<file path="src/rtl/dacif_pkg.sv">
// Package: shared indices and types for the converter load interface.
// Assumes the strobes are active low and idle high.
package dacif_pkg;
    // Positions of the filtered strobes in the filter array
    localparam int STB_WR    = 0;
    localparam int STB_LOAD  = 1;
    localparam int STB_CLR   = 2;
    localparam int STB_SLEEP = 3;
    localparam int STB_N     = 4;

    // Control bits captured together with the data word
    typedef struct packed {
        logic range_x2;
        logic ref_buf;
    } dacif_ctrl_t;
endpackage

</file>
<file path="src/rtl/dacif_strobe_filter.sv">
// Strobe filter: two-flop synchronizer followed by a level acceptor.
// The accepted level changes only after two consecutive equal
// synchronized samples, so one-clock pulses are dropped. The rise and
// fall outputs are one-clock events aligned with the level change.
// Assumes an active-low strobe; the reset state is the idle level 1.
module dacif_strobe_filter (
    input  logic clk,
    input  logic rst_n,
    input  logic strobe_n,
    output logic level,
    output logic rise,
    output logic fall
);
    logic s1, s2, s3;

    // Synchronize the raw strobe and keep one older sample
    always_ff @(posedge clk) begin
        if (!rst_n) begin
            s1 <= 1'b1;
            s2 <= 1'b1;
            s3 <= 1'b1;
        end else begin
            s1 <= strobe_n;
            s2 <= s1;
            s3 <= s2;
        end
    end

    // Accept a new level after two equal samples and flag the edge
    always_ff @(posedge clk) begin
        if (!rst_n) begin
            level <= 1'b1;
            rise  <= 1'b0;
            fall  <= 1'b0;
        end else begin
            rise <= 1'b0;
            fall <= 1'b0;
            if (s2 == s3 && s2 != level) begin
                level <= s2;
                rise  <= s2;
                fall  <= ~s2;
            end
        end
    end


    level_needs_pair_chk: assert property (@(posedge clk) disable iff (!rst_n)
        ($past(s2) != $past(s3)) |-> $stable(level));


    single_event_chk: assert property (@(posedge clk) disable iff (!rst_n)
        rise |=> !rise);
endmodule

</file>
<file path="src/rtl/dacif_bundle_sync.sv">
// Bundle synchronizer: two flops per bit for the select, half-select,
// control bits and data bus, so they line up with the filtered write.
// Assumes the host holds these signals stable around the write release.
module dacif_bundle_sync #(
    parameter int          W       = 12,
    parameter logic [W-1:0] RST_VAL = '0
) (
    input  logic         clk,
    input  logic         rst_n,
    input  logic [W-1:0] d,
    output logic [W-1:0] q
);
    logic [W-1:0] stage1;

    // Two-stage sampling of the bundle
    always_ff @(posedge clk) begin
        if (!rst_n) begin
            stage1 <= RST_VAL;
            q      <= RST_VAL;
        end else begin
            stage1 <= d;
            q      <= stage1;
        end
    end
endmodule

</file>
<file path="src/rtl/dacif_regs.sv">
// Register core: staging register, converter code register, captured
// control bits, power-down flag and the code-change pulse.
// Assumes BUS_W < CODE_W <= 2*BUS_W and filtered, synchronous events.
module dacif_regs
    import dacif_pkg::*;
#(
    parameter int CODE_W = 12,
    parameter int BUS_W  = 8
) (
    input  logic              clk,
    input  logic              rst_n,
    input  logic              wr_rise,
    input  logic              load_fall,
    input  logic              load_lvl,
    input  logic              clr_lvl,
    input  logic              sleep_lvl,
    input  logic              sel_n_s,
    input  logic              upper_s,
    input  dacif_ctrl_t       ctrl_s,
    input  logic [BUS_W-1:0]  data_s,
    output logic [CODE_W-1:0] code_q,
    output dacif_ctrl_t       ctrl_q,
    output logic              pwr_q,
    output logic              upd_q
);
    localparam int HI_W = CODE_W - BUS_W;

    logic [CODE_W-1:0] stage_q, stage_nx, code_nx;
    dacif_ctrl_t       ctrl_nx;

    // Next-state: load, then write (which may also load), then clear
    always_comb begin
        stage_nx = stage_q;
        code_nx  = code_q;
        ctrl_nx  = ctrl_q;
        if (load_fall)
            code_nx = stage_q;
        if (wr_rise && !sel_n_s) begin
            if (upper_s)
                stage_nx[CODE_W-1:BUS_W] = data_s[HI_W-1:0];
            else
                stage_nx[BUS_W-1:0] = data_s;
            ctrl_nx = ctrl_s;
            if (!load_lvl)
                code_nx = stage_nx;
        end
        if (!clr_lvl) begin
            stage_nx = '0;
            code_nx  = '0;
            ctrl_nx  = '0;
        end
    end

    // State registers with the code-change flag
    always_ff @(posedge clk) begin
        if (!rst_n) begin
            stage_q <= '0;
            code_q  <= '0;
            ctrl_q  <= '0;
            pwr_q   <= 1'b0;
            upd_q   <= 1'b0;
        end else begin
            stage_q <= stage_nx;
            code_q  <= code_nx;
            ctrl_q  <= ctrl_nx;
            pwr_q   <= ~sleep_lvl;
            upd_q   <= (code_nx != code_q);
        end
    end


    clear_wins_chk: assert property (@(posedge clk) disable iff (!rst_n)
        !clr_lvl |=> (code_q == '0 && stage_q == '0));


    upd_marks_change_chk: assert property (@(posedge clk) disable iff (!rst_n)
        upd_q |-> (code_q != $past(code_q)));


    change_marks_upd_chk: assert property (@(posedge clk) disable iff (!rst_n)
        (code_q != $past(code_q)) |-> upd_q);


    async_copy_chk: assert property (@(posedge clk) disable iff (!rst_n)
        (load_fall && !wr_rise && clr_lvl) |=> (code_q == $past(stage_q)));


    code_hold_chk: assert property (@(posedge clk) disable iff (!rst_n)
        (!wr_rise && !load_fall && clr_lvl) |=> $stable(code_q));


    sel_gate_chk: assert property (@(posedge clk) disable iff (!rst_n)
        (wr_rise && sel_n_s && clr_lvl) |=> $stable(stage_q));


    por_zero_chk: assert property (@(posedge clk)
        !rst_n |=> (code_q == '0 && !pwr_q && !upd_q));
endmodule

</file>
<file path="src/rtl/dac_parallel_front.sv">
// Top: converter parallel load interface. Filters the four strobes,
// synchronizes the data bundle alongside them and drives the register
// core. Assumes select, half-select, control bits and data are held
// stable from the write fall until three clocks after its release.
module dac_parallel_front
    import dacif_pkg::*;
#(
    parameter int CODE_W = 12,
    parameter int BUS_W  = 8
) (
    input  logic              clk,
    input  logic              rst_n,
    input  logic              sel_n,
    input  logic              wstb_n,
    input  logic              load_n,
    input  logic              zero_n,
    input  logic              sleep_n,
    input  logic              upper_half,
    input  logic              range_x2,
    input  logic              ref_buffered,
    input  logic [BUS_W-1:0]  data_in,
    output logic [CODE_W-1:0] code_out,
    output logic              range_x2_out,
    output logic              ref_buffered_out,
    output logic              power_down,
    output logic              code_changed
);
    localparam int BW = BUS_W + 4;
    localparam logic [BW-1:0] BUNDLE_RST = {1'b1, {(BW-1){1'b0}}};

    logic [STB_N-1:0] stb_raw, stb_lvl, stb_rise, stb_fall;
    logic [BW-1:0]    bundle_raw, bundle_s;
    dacif_ctrl_t      ctrl_s, ctrl_q;

    assign stb_raw[STB_WR]    = wstb_n;
    assign stb_raw[STB_LOAD]  = load_n;
    assign stb_raw[STB_CLR]   = zero_n;
    assign stb_raw[STB_SLEEP] = sleep_n;

    // One filter per strobe
    for (genvar g = 0; g < STB_N; g++) begin : g_stb
        dacif_strobe_filter i_filt (
            .clk      (clk),
            .rst_n    (rst_n),
            .strobe_n (stb_raw[g]),
            .level    (stb_lvl[g]),
            .rise     (stb_rise[g]),
            .fall     (stb_fall[g])
        );
    end

    assign bundle_raw = {sel_n, upper_half, range_x2, ref_buffered, data_in};

    dacif_bundle_sync #(.W(BW), .RST_VAL(BUNDLE_RST)) i_bundle (
        .clk   (clk),
        .rst_n (rst_n),
        .d     (bundle_raw),
        .q     (bundle_s)
    );

    assign ctrl_s.range_x2 = bundle_s[BUS_W+1];
    assign ctrl_s.ref_buf  = bundle_s[BUS_W];

    dacif_regs #(.CODE_W(CODE_W), .BUS_W(BUS_W)) i_regs (
        .clk       (clk),
        .rst_n     (rst_n),
        .wr_rise   (stb_rise[STB_WR]),
        .load_fall (stb_fall[STB_LOAD]),
        .load_lvl  (stb_lvl[STB_LOAD]),
        .clr_lvl   (stb_lvl[STB_CLR]),
        .sleep_lvl (stb_lvl[STB_SLEEP]),
        .sel_n_s   (bundle_s[BUS_W+3]),
        .upper_s   (bundle_s[BUS_W+2]),
        .ctrl_s    (ctrl_s),
        .data_s    (bundle_s[BUS_W-1:0]),
        .code_q    (code_out),
        .ctrl_q    (ctrl_q),
        .pwr_q     (power_down),
        .upd_q     (code_changed)
    );

    assign range_x2_out     = ctrl_q.range_x2;
    assign ref_buffered_out = ctrl_q.ref_buf;
endmodule

</file>
<file path="config.mk">
export PLATFORM = sky130hd
export DESIGN_NAME = dac_parallel_front
export DESIGN_NICKNAME = d
export VERILOG_FILES = /design/src/rtl/dacif_pkg.sv /design/src/rtl/dacif_strobe_filter.sv /design/src/rtl/dacif_bundle_sync.sv /design/src/rtl/dacif_regs.sv /design/src/rtl/dac_parallel_front.sv
export SDC_FILE = /design/constraint.sdc
export NUM_CORES = 1
export LEC_CHECK = 0
export ABC_AREA = 1
export BUFFER_PORTS_ARGS = -buffer_cell sky130_fd_sc_hd__clkbuf_2
export CORE_AREA = 2 2 109 90
export CTS_BUF_LIST = sky130_fd_sc_hd__clkbuf_4 sky130_fd_sc_hd__clkbuf_8
export DETAILED_ROUTE_END_ITERATION = 12
export DIE_AREA = 0 0 111 92
export PLACE_DENSITY_LB_ADDON = 0.2
export SETUP_SLACK_MARGIN = 0.5
export SKIP_LAST_GASP = 1
export SLEW_MARGIN = 0
export SYNTH_ARGS = -nofsm -noshare
export SYNTH_HDL_FRONTEND = slang
export SYNTH_HIERARCHICAL = 1
export SYNTH_SLANG_ARGS = --single-unit
</file>
<file path="constraint.sdc">
create_clock -name clk -period 2.33 [get_ports clk]
set_input_delay 0.466 -clock clk [delete_from_list [all_inputs] [get_ports clk]]
set_output_delay 0.466 -clock clk [all_outputs]
set_load 0.03 [all_outputs]
</file>
---- Word level (Yosys, flattened, before mapping) ----
Index checks and enable logic that the tools add are counted.
word-level totals
  logic and storage cells ................. 52
  output and inout bits ................... 16
  bits of input ports ..................... 18
  flip-flop bits (word level) ............. 70
operators by class
  reductions and logical operators ........ 9
  bitwise gates (word level) .............. 2
  eq/ne operators ......................... 9
  mux-type cells .......................... 6
operators by type and width
  kind                 count
  12-bit two-way mux   4
  12-bit != test       1
  8-bit two-way mux    1
  2-bit AND reduction  3
  1-bit logical AND    5
  1-bit equality test  4
  4-bit two-way mux    1
  1-bit != test        4
  1-bit inverter       2
  1-bit logical NOT    1

---- Depth between registers and ports, before layout ----
Gate-level depths: netlist of the first run.
  depth after elaboration ................. 5
  mapped depth ............................ 13
  depth with buffers taken out ............ 12

---- Modules after synthesis ----
Netlist of the first run, hierarchy kept.
by module, submodules not included
  module               area each (sq um)  seq. area each (sq um)  times used  cells an instance
  dacif_regs           1681.6             560.5                   1           261
  dacif_strobe_filter  185.2              120.1                   4           20
  dacif_bundle_sync    683.2              480.5                   1           74

---- Least setup slack after synthesis of the first run ----
Ideal clock, no wire load.
  path type ............................... register -> register
  start ................................... reg i_regs.code_q[11]
  end ..................................... reg i_regs.upd_q
  library setup time ...................... 128 ps
  arrival ................................. 1205 ps
  required time ........................... 2202 ps
  stages on the path, launching flop included .. 10
  path slack .............................. 998 ps
  path buffers ............................ 0
  period minus slack after synthesis ...... 1332 ps
  cells stage by stage .................... dfxtp_1 inv_1 o211ai_2 nand3_1 nand2_1 nand2_1 nor2_1 nand2_1 nor2_1 nor2_1
on the way
  cells in the longest elaborated chain, start to end .. 5
ends and longest elaborated chain
  what                    line              source
  start, declared         dacif_regs.sv:21  output logic [CODE_W-1:0] code_q,
  start signal, assigned  dacif_regs.sv:64  code_q <= code_nx;
  12-bit two-way mux      dacif_regs.sv:36  if (load_fall)
  12-bit two-way mux      dacif_regs.sv:44  if (!load_lvl)
  12-bit two-way mux      dacif_regs.sv:38  if (wr_rise && !sel_n_s) begin
  12-bit two-way mux      dacif_regs.sv:47  if (!clr_lvl) begin
  12-bit != test (*)      dacif_regs.sv:67  upd_q <= (code_nx != code_q);
  end signal, assigned    dacif_regs.sv:67
  end, declared           dacif_regs.sv:24  output logic upd_q
Mark *: on every way between the ends. The rest lies on a longest branch, timed or not.
A chain may end at the register's enable or synchronous reset.

---- Worst setup path in the final report of the first run ----
  start ................................... reg i_bundle.q[10]
  end ..................................... reg i_regs.upd_q
on the way
  cells in the longest elaborated chain, start to end .. 5
  elaborated cells between the ends (all ways) .. 6
  classes of those cells .................. eq/ne (1); mux (5)
ends and longest elaborated chain
  what                                                    line                     source
  start, declared                                         dacif_bundle_sync.sv:11  output logic [W-1:0] q
  start signal, assigned                                  dacif_bundle_sync.sv:22  q <= stage1;
  8-bit two-way mux or 4-bit two-way mux (tied branches)  dacif_regs.sv:39         if (upper_s)
  12-bit two-way mux (*)                                  dacif_regs.sv:44
  12-bit two-way mux (*)                                  dacif_regs.sv:38
  12-bit two-way mux (*)                                  dacif_regs.sv:47
  12-bit != test (*)                                      dacif_regs.sv:67
Marks and branches as above.

==> results of run 1 <==
worst max path at each step:
stage | start | endpoint | slack (ns) | cells after the start
6_report | i_bundle/q[10] | i_regs/upd_q | 0.70 | 12
3_5_place_dp | i_bundle/q[10] | i_regs/upd_q | 0.60 | 12
3_3_place_gp | i_bundle/q[10] | i_regs/upd_q | 0.64 | 12
2_1_floorplan | i_regs/code_q[11] | i_regs/upd_q | 1.0 | 9
5_1_grt | i_bundle/q[10] | i_regs/upd_q | 0.51 | 12
4_1_cts | i_bundle/q[10] | i_regs/upd_q | 0.57 | 12
registers in the layout (all words and copies together), names as in the netlist, 2 cells and up:
signal	count
g_stb.i_filt/s2	4
i_regs/stage_q	12
i_bundle/q	12
i_regs/code_q	12
g_stb.i_filt/level	4
i_bundle/stage1	12
g_stb.i_filt/s1	4
i_regs/ctrl_q	2
g_stb.i_filt/s3	4
layout by cell type (no fill, tap or decap), drive strengths merged:
cell    count
nor2       25
nand4      12
o21ai      21
dfxtp      70
inv        79
o211ai      2
clkbuf     42
bufinv      2
a21oi      12
nand2     132
nand3      32
clkinv      2
nor3        1
buf         5
tightest hold or removal path, delay by kind of cell:
family | cells | cell delay, ns
buf+inv | 2 | 0.10
simple gates | 1 | 0.04
through the flow:
| step | cell area (sq um) | cells | utilization (%) | worst slack [ns] |
|---|---|---|---|---|
| after global placement | 3150 | 539 | 34.1 | 0.641 |
| after detailed placement | 3150 | 539 | 34.1 | 0.597 |
| after floorplan | 2920 | 397 | - | 0.998 |
| after global routing | 3420 | 556 | 37.0 | 0.515 |
| after CTS | 3380 | 555 | 36.6 | 0.569 |
| final | 3420 | 556 | 37.0 | 0.702 |
power by group through the flow:
stage / sequential [mW] / combinational, mW / clock, mW
2_1_floorplan: 1.26 / 0.0615 / 0
3_3_place_gp: 1.26 / 0.0890 / 0
3_5_place_dp: 1.26 / 0.0890 / 0
4_1_cts: 1.23 / 0.0896 / 1.16
5_1_grt: 1.24 / 0.106 / 1.21
6_report: 1.23 / 0.0885 / 1.12
area by class of cell:
type	instances	area, sq um
fillers	989	5830
multi-input cells	237	1130
inverters	76	285
clock inverters	7	104
repair buffers	38	219
clock buffers	9	124
well taps	119	149
flip-flops and latches	70	1410
timing repair:
item / in CTS / in global routing
gates resized for setup: 0 / 5
setup buffers: 0 / 1
endpoints found under the setup margin: 0 / 1
routing by layer:
metal,wire length [um],vias up,track usage [%]
met5,0,-,0
met4,93,0,4.27
met3,293,8,5.62
met2,2620,40,20.2
met1,2820,1075,15.1
li1,-,1284,-
==> key figures, run 1 <==
Worst hold path
  – Worst Hold Endpoint: i_bundle/stage1[11]
  – Worst Hold Depth: 3
  – Hold WC Path Type: in -> reg
  – Hold path startpoint: sel_n

Pwr
  – Pwr Total: 2.44 mW
  – Worst ir drop on vdd: 547 uV
  – Flop pwr share: 50.6%
  – Power density cells: 713 nW/um^2
  – Lkg Pwr: 1.78 nW
  – Comb power frac: 3.6%
  – Reported net switching power: 565 uW
  – Int Pwr: 1.87 mW
  – Clk pwr share: 45.8%
  – Sw frac: 23.2%

STA
  – Max-Slew Margin vs Limit: 55.0%
  – Final Max Slew Viols: 0
  – Max Fclk: 614 MHz
  – RSZ-0062 raised after global routing: no
  – Final TNS setup: 0 ns
  – Setup violators final: 0
  – Tcrit/Tclk final: 69.9%
  – Crit path time final: 1.63 ns
  – WHS: 0.273 ns
  – Final-report hold violation count: 0
  – Slew at the pin closest to its max-slew limit: 0.675 ns
  – Clk_skew: 0.0104 ns

Final layout
  – Post-layout net count: 450
  – Share of layout cells above drive strength 1: 19.9%
  – Antenna fix cells: 0
  – Area growth, synth to finish: 17.0%

Floorplanning
  – Die footprint: 10,200 sq um
  – Initial Util: 31.6%
  – Row count: 32
  – Die width: 111 um
  – I/O pin count: 34
  – Core Footprint: 9250 sq um
  – Die Y: 92 um

Setup path
  – Slowest stage delay, CP: 0.38 ns
  – Most common cell on crit path: nand2_1
  – Critical path's top delay family: simple AND/OR/NAND/NOR gates
  – Critical Path RT: 2.56 ns
  – Worst Path Buf+Inv: 2
  – WP data arrival: 1.86 ns
  – R2R Path End: i_regs/upd_q
  – Setup CP Type: reg -> reg
  – Nature of the critical path endpoint: flip-flop
  – Reg2Reg Setup Slack: 0.70 ns
  – R2r worst-path depth: 12
  – CP Max Fanout: 11
  – Startpoint types: flip-flop
  – Crit path cell chain: buf_6 -> inv_2 -> nand2_1 -> nand2_1 -> nand2_2 -> nand3_2 -> nand2_1 -> nand2_1 -> nor2_1 -> nand3_1 -> nor2_1 -> nor2_1
  – Crit-path slowest cell: dfxtp_4
  – R2r startpoint: i_bundle/q[10]

Detailed routing
  – WL per Instance: 10.5 um
  – Antenna Nets Post-Route: 0
  – Via count: 2,407
  – Router iterations before antenna repair: 4
  – DR iter-0 viols: 71
  – Via density: 4.33
  – Post-route DRC: 0
  – Routed wire length: 5.83 mm

Yosys
  – Mapped cell area: 2920 sq um
  – Post-synthesis area per instance: 7.36 sq um
  – Yosys warnings: 6
  – Net count after synthesis: 415
  – Synthesized instance count: 397

Clock tree
  – H-tree level count: 3
  – Num Clock Sinks: 70
  – Clock Latency Late Sink: 0.36 ns
  – Clk buf depth: 2
  – CTS tree: yes
  – Number of buffers created by CTS: 9
  – Clk root buf: clkbuf_8
  – Clock slew at reported path FFs: 0.08 ns
  – # hold bufs at CTS: 0

Outcome
  – Run status: finished, final reports clean

Global route
  – First-pass GRT wire length: 10.2 mm
  – Initial antenna violation count: 0
  – Largest net degree at the start of global routing: 42
  – Vias in the first global route: 2,233
  – Gr usage total: 12.6%
  – Gr ovfl total: 0

Placement
  – Final HPWL DP: 4.14 mm
  – Port Buf Inserts: 33
  – Placer Congestion: 0.824

Job
  – Max-cap violations: 0
No activity file was read; power rests on OpenSTA's default activity.
==> run 2: changes to the inputs <==
==> constraint.sdc (replaced) <==
create_clock -name clk -period 1.5 [get_ports clk]
set_input_delay 0.3 -clock clk [delete_from_list [all_inputs] [get_ports clk]]
set_output_delay 0.3 -clock clk [all_outputs]
set_load 0.03 [all_outputs]
==> run 2 against run 1 <==
  * The flow now finishes with violations (negative setup slack)
  * Cell area is 25% higher
  * Critical path type unchanged
  * Hold slack worse by 0.16 ns
  * Combinational power is 110% higher
  * Clock-buffer cell count is 1 higher
  * Die area stayed put
  * Via count is 11% higher
  * Clock skew is 0.0028 ns lower
  * Register-to-register slack worse by 0.76 ns
==> key figures, run 2 (synthesized netlist as in run 1, its figures left out) <==
Clock tree
  – CTS tree: yes
  – Clock Latency Late Sink: 0.34 ns
  – Num Clock Sinks: 70
  – Clk root buf: clkbuf_8
  – Clock slew at reported path FFs: 0.08 ns
  – Number of buffers created by CTS: 9
  – Clk buf depth: 2
  – # hold bufs at CTS: 0
  – H-tree level count: 3

Worst hold path
  – Worst Hold Depth: 3
  – Worst Hold Endpoint: g_stb[1].i_filt/s1
  – Hold path startpoint: load_n
  – Hold WC Path Type: in -> reg

Detailed routing
  – Antenna Nets Post-Route: 0
  – Router iterations before antenna repair: 4
  – Post-route DRC: 0
  – Routed wire length: 7.36 mm
  – WL per Instance: 12.3 um
  – DR iter-0 viols: 96
  – Via count: 2,682
  – Via density: 4.49

Final layout
  – Area growth, synth to finish: 46.4%
  – Commonest non-fill, non-tap cell in the layout: nand2_1
  – Share of layout cells above drive strength 1: 37.9%
  – Util after Layout: 46.2%
  – Fill count: 905
  – Final Cell Area: 4280 sq um
  – Post-layout net count: 491
  – Antenna fix cells: 0
  – Most frequent cells in the layout: nand2_1 (111), inv_1 (70), dfxtp_1 (49), buf_4 (23), nor2_1 (21)

STA
  – Final-report hold violation count: 0
  – Final Max Slew Viols: 0
  – Worst setup margin: -0.0584 ns
  – Slew at the pin closest to its max-slew limit: 0.527 ns
  – Final TNS setup: -0.0735 ns
  – Setup violators final: 2
  – Crit path time final: 1.56 ns
  – Max-Slew Margin vs Limit: 64.8%
  – RSZ-0062 raised after global routing: yes
  – Clk_skew: 0.00762 ns
  – Max Fclk: 642 MHz
  – Tcrit/Tclk final: 104%

Placement
  – Area after DPL: 3260 sq um
  – Final HPWL DP: 4.21 mm
  – Placer Congestion: 0.798
  – Port Buf Inserts: 33

Outcome
  – Run status: finished, violations left
  – Failing checks: negative setup slack

Global route
  – Vias in the first global route: 2,634
  – Gr usage total: 13.9%
  – First-pass GRT wire length: 11.3 mm
  – Gr ovfl total: 0
  – Initial antenna violation count: 0
  – Largest net degree at the start of global routing: 36

Job
  – Max-cap violations: 0

Floorplanning
  – Die Y: 92 um
  – Die footprint: 10,200 sq um
  – Row count: 32
  – Die width: 111 um
  – I/O pin count: 34
  – Core Footprint: 9250 sq um
  – Initial Util: 31.6%

Setup path
  – R2r startpoint: i_bundle/q[11]
  – Critical Path RT: 1.76 ns
  – R2r worst-path depth: 10
  – Setup CP Type: reg -> reg
  – Nature of the critical path endpoint: flip-flop
  – R2R Path End: i_regs/code_q[0]
  – Startpoint types: flip-flop
  – WP data arrival: 1.82 ns
  – CP Max Fanout: 6
  – Reg2Reg Setup Slack: -0.06 ns

Pwr
  – Worst ir drop on vdd: 549 uV
  – Lkg Pwr: 2.12 nW
  – Power density cells: 877 nW/um^2
-- run 2: worst max path at each step --
stage / start / endpoint / depth (start not counted)
6_report: i_bundle/q[11] / i_regs/code_q[0] / 10
5_1_grt: g_stb[1].i_filt/level / i_regs/upd_q / 10
4_1_cts: g_stb[1].i_filt/level / i_regs/upd_q / 12
3_5_place_dp: i_bundle/q[11] / i_regs/upd_q / 10
3_3_place_gp: g_stb[1].i_filt/level / i_regs/upd_q / 10
2_1_floorplan: i_bundle/q[10] / i_regs/upd_q / 12
-- run 2: what timing repair did --
action                                  4_1_cts  5_1_grt
endpoints found under the setup margin       43       43
pin swaps                                     5       13
gates cloned                                  4        3
gates resized for setup                      77       67
setup buffers                                20        7
-- run 2: where the power goes --
group          switching [mW]  internal [mW]  leakage [nW]
clock                   0.707          0.952         0.110
combinational           0.114         0.0702          1.43
sequential             0.0168           1.89         0.582
total                   0.837           2.91          2.12
-- run 2: per-layer routing --
| layer | share of wire (%) | GRT usage (%) | wire length [um] |
|---|---|---|---|
| met3 | 4.8 | 3.90 | 356 |
| met5 | 0 | 0 | 0 |
| met4 | 1.2 | 6.56 | 89 |
| met1 | 44 | 15.8 | 3230 |
| met2 | 50 | 24.1 | 3680 |
-- run 2: area by class of cell --
class	count	area [sq um]	area share, %
Timing Repair inverter	1	6.26	0.146
Tap cell	119	149	3.48
Timing Repair Buffer	77	840	19.6
Clock buffer	10	131	3.07
Multi-Input combinational cell	238	1310	30.7
Clock inverter	6	86.3	2.02
Inverter	76	308	7.20
Sequential cell	70	1450	33.8
-- run 2: stage by stage --
step                setup slack, ns  cells  total power, mW  hold WS, ns
finish                      -0.0584    597             3.75        0.115
global route                 -0.131    597             3.92        0.116
CTS                          0.0598    587             3.80       0.0970
detailed placement          -0.0703    547             2.11        0.385
global placement            -0.0410    547             2.11        0.383
floorplan                     0.194    397             2.06        0.367
-- run 2: critical path: stages, from the launching register on --
cell	delay, ns
dfxtp_2	0.33
inv_4	0.07
buf_6	0.10
nand3_4	0.14
nand3_4	0.13
nand3_2	0.09
buf_4	0.14
buf_4	0.12
buf_4	0.12
buf_4	0.13
nor2_2	0.11
==> run 3: changes to the inputs <==
--- a/config.mk
+++ b/config.mk
@@ -12,7 +12,6 @@
 export DETAILED_ROUTE_END_ITERATION = 12
 export DIE_AREA = 0 0 111 92
 export PLACE_DENSITY_LB_ADDON = 0.2
-export SETUP_SLACK_MARGIN = 0.5
 export SKIP_LAST_GASP = 1
 export SLEW_MARGIN = 0
 export SYNTH_ARGS = -nofsm -noshare
==> run 3 against run 2 <==
  * The flow still finishes with violations (negative setup slack)
  * Cell area fell by 17%
  * Flip-flop and latch count did not move
  * Hold slack improved by 0.0011 ns
  * Fmax rose by 2.7%
  * Sequential power barely moved
  * Die area did not move
  * Routed wire length fell by 19%
  * Sequential share of layout area rose by 5.8 points
  * Clock skew fell by 0.0016 ns
  * Combinational power fell by 22%
  * Largest cell class unchanged
  * Largest power group unchanged
==> key figures, run 3 (synthesized netlist as in run 1, its figures left out) <==
Floorplanning
  – Core Footprint: 9250 sq um
  – Die Y: 92 um
  – Die footprint: 10,200 sq um
  – I/O pin count: 34
  – Die width: 111 um
  – Row count: 32
  – Initial Util: 31.6%

STA
  – RSZ-0062 raised after global routing: yes
  – Slew at the pin closest to its max-slew limit: 0.484 ns
  – Worst setup margin: -0.0168 ns
  – Final-report hold violation count: 0
  – WHS: 0.116 ns
  – Crit path time final: 1.52 ns
  – Setup violators final: 1
  – Max-Slew Margin vs Limit: 67.7%
  – Clk_skew: 0.00605 ns
  – Tcrit/Tclk final: 101%
  – Final Max Slew Viols: 0
  – Max Fclk: 659 MHz

Placement
  – Port Buf Inserts: 33
  – Placer Congestion: 0.776
  – Area after DPL: 3260 sq um
  – Final HPWL DP: 4.27 mm

Global route
  – Initial antenna violation count: 0
  – Largest net degree at the start of global routing: 42
  – Gr usage total: 12.8%
  – Gr ovfl total: 0
  – Vias in the first global route: 2,315
  – First-pass GRT wire length: 10.3 mm

Outcome
  – Run status: finished, violations left
  – Failing checks: negative setup slack

Clock tree
  – CTS tree: yes
  – Clk buf depth: 2
  – Clock Latency Late Sink: 0.35 ns
  – Clock slew at reported path FFs: 0.07 ns
  – H-tree level count: 3
  – # hold bufs at CTS: 0
  – Num Clock Sinks: 70
  – Number of buffers created by CTS: 9
  – Clk root buf: clkbuf_8

Setup path
  – Reg2Reg Setup Slack: -0.02 ns
  – R2r startpoint: g_stb[1].i_filt/level
  – CP Max Fanout: 8
  – Slowest stage delay, CP: 0.33 ns
  – Beginning of the critical path: g_stb[1].i_filt/level
  – Setup crit end: i_regs/upd_q
  – Startpoint types: flip-flop
  – R2r worst-path depth: 12
  – Nature of the critical path endpoint: flip-flop
  – Most common cell on crit path: nand2_1
  – R2R Path End: i_regs/upd_q
  – Crit-path slowest cell: dfxtp_2
  – Critical Path RT: 1.72 ns
  – Crit path cell chain: buf_6 -> nor2_4 -> buf_12 -> nand2_4 -> nand3_2 -> nand2_1 -> nand2_1 -> nand2_1 -> nor2_1 -> nand2_1 -> nor2_1 -> nor2_1
  – WP data arrival: 1.74 ns
  – Setup CP Type: reg -> reg

Detailed routing
  – Routed wire length: 5.92 mm
  – Via density: 4.27
  – DR iter-0 viols: 188
  – Antenna Nets Post-Route: 0
  – WL per Instance: 10.5 um
  – Router iterations before antenna repair: 4
  – Via count: 2,410
  – Post-route DRC: 0

Final layout
  – Commonest non-fill, non-tap cell in the layout: nand2_1
  – Area growth, synth to finish: 21.5%
  – Final Cell Area: 3550 sq um
  – Post-layout net count: 459
  – Share of layout cells above drive strength 1: 23.3%
  – Most frequent cells in the layout: nand2_1 (113), inv_1 (73), dfxtp_1 (66), clkbuf_2 (33), nor2_1 (24)
  – Antenna fix cells: 0

Pwr
  – Lkg Pwr: 1.85 nW
  – Worst ir drop on vdd: 738 uV
  – Power density cells: 1070 nW/um^2

Job
  – Max-cap violations: 0

Worst hold path
  – Hold WC Path Type: in -> reg
[run 3: repair_timing]
action	CTS	global route
gates resized for setup	8	10
endpoints found under the setup margin	1	1
buffers inserted	0	1
pin swaps	2	5
[run 3: per-stage QoR]
| stage | worst slack [ns] | power [mW] | util, % | std cells | TNS, ns |
|---|---|---|---|---|---|
| 3_5_place_dp | -0.0811 | 2.10 | 35.2 | 548 | -0.0811 |
| 2_1_floorplan | 0.168 | 2.05 | - | 397 | 0 |
| 5_1_grt | -0.124 | 3.98 | 38.4 | 565 | -0.124 |
| 3_3_place_gp | -0.0424 | 2.10 | 35.2 | 548 | -0.0424 |
| 6_report | -0.0168 | 3.80 | 38.4 | 565 | -0.0168 |
| 4_1_cts | -0.0195 | 3.88 | 38.0 | 564 | -0.0195 |
[run 3: critical path, delay by kind of cell (launching register included)]
| family | cells | cell delay, ns |
|---|---|---|
| buffers and inverters | 2 | 0.29 |
| AND/OR/NAND/NOR | 10 | 0.77 |
| flip-flops | 1 | 0.33 |
[run 3: area by class of cell]
cell class	count	area (sq um)
Clock buffer	11	151
Clock inverter	5	81.3
Fill cell	990	5700
Inverter	76	290
Multi-Input combinational cell	237	1160
Sequential cell	70	1410
Tap cell	119	149
Timing Repair Buffer	47	315
[run 3: how the worst min path moves through the flow]
stage,from,cells past startpoint,end
floorplan,rst_n,1,g_stb[2].i_filt/s3
global placement,g_stb[2].i_filt/s1,2,g_stb[2].i_filt/s2
detailed placement,g_stb[3].i_filt/s1,2,g_stb[3].i_filt/s2
CTS,zero_n,3,g_stb[2].i_filt/s1
global route,sel_n,3,i_bundle/stage1[11]
finish,sleep_n,3,g_stb[3].i_filt/s1
[run 3: metal layers]
layer,vias to the layer above,global-route usage [%],share of wire (%)
li1,1300,-,-
met1,1074,14.6,47
met2,31,22.2,47
met3,5,5.02,4.2
met4,0,4.06,0.93
met5,-,0,0
[run 3: where the power goes]
group | internal (mW) | switching, mW | leakage (nW)
Clock | 1.03 | 0.711 | 0.116
Combinational | 0.0524 | 0.0919 | 1.16
Sequential | 1.90 | 0.0165 | 0.572
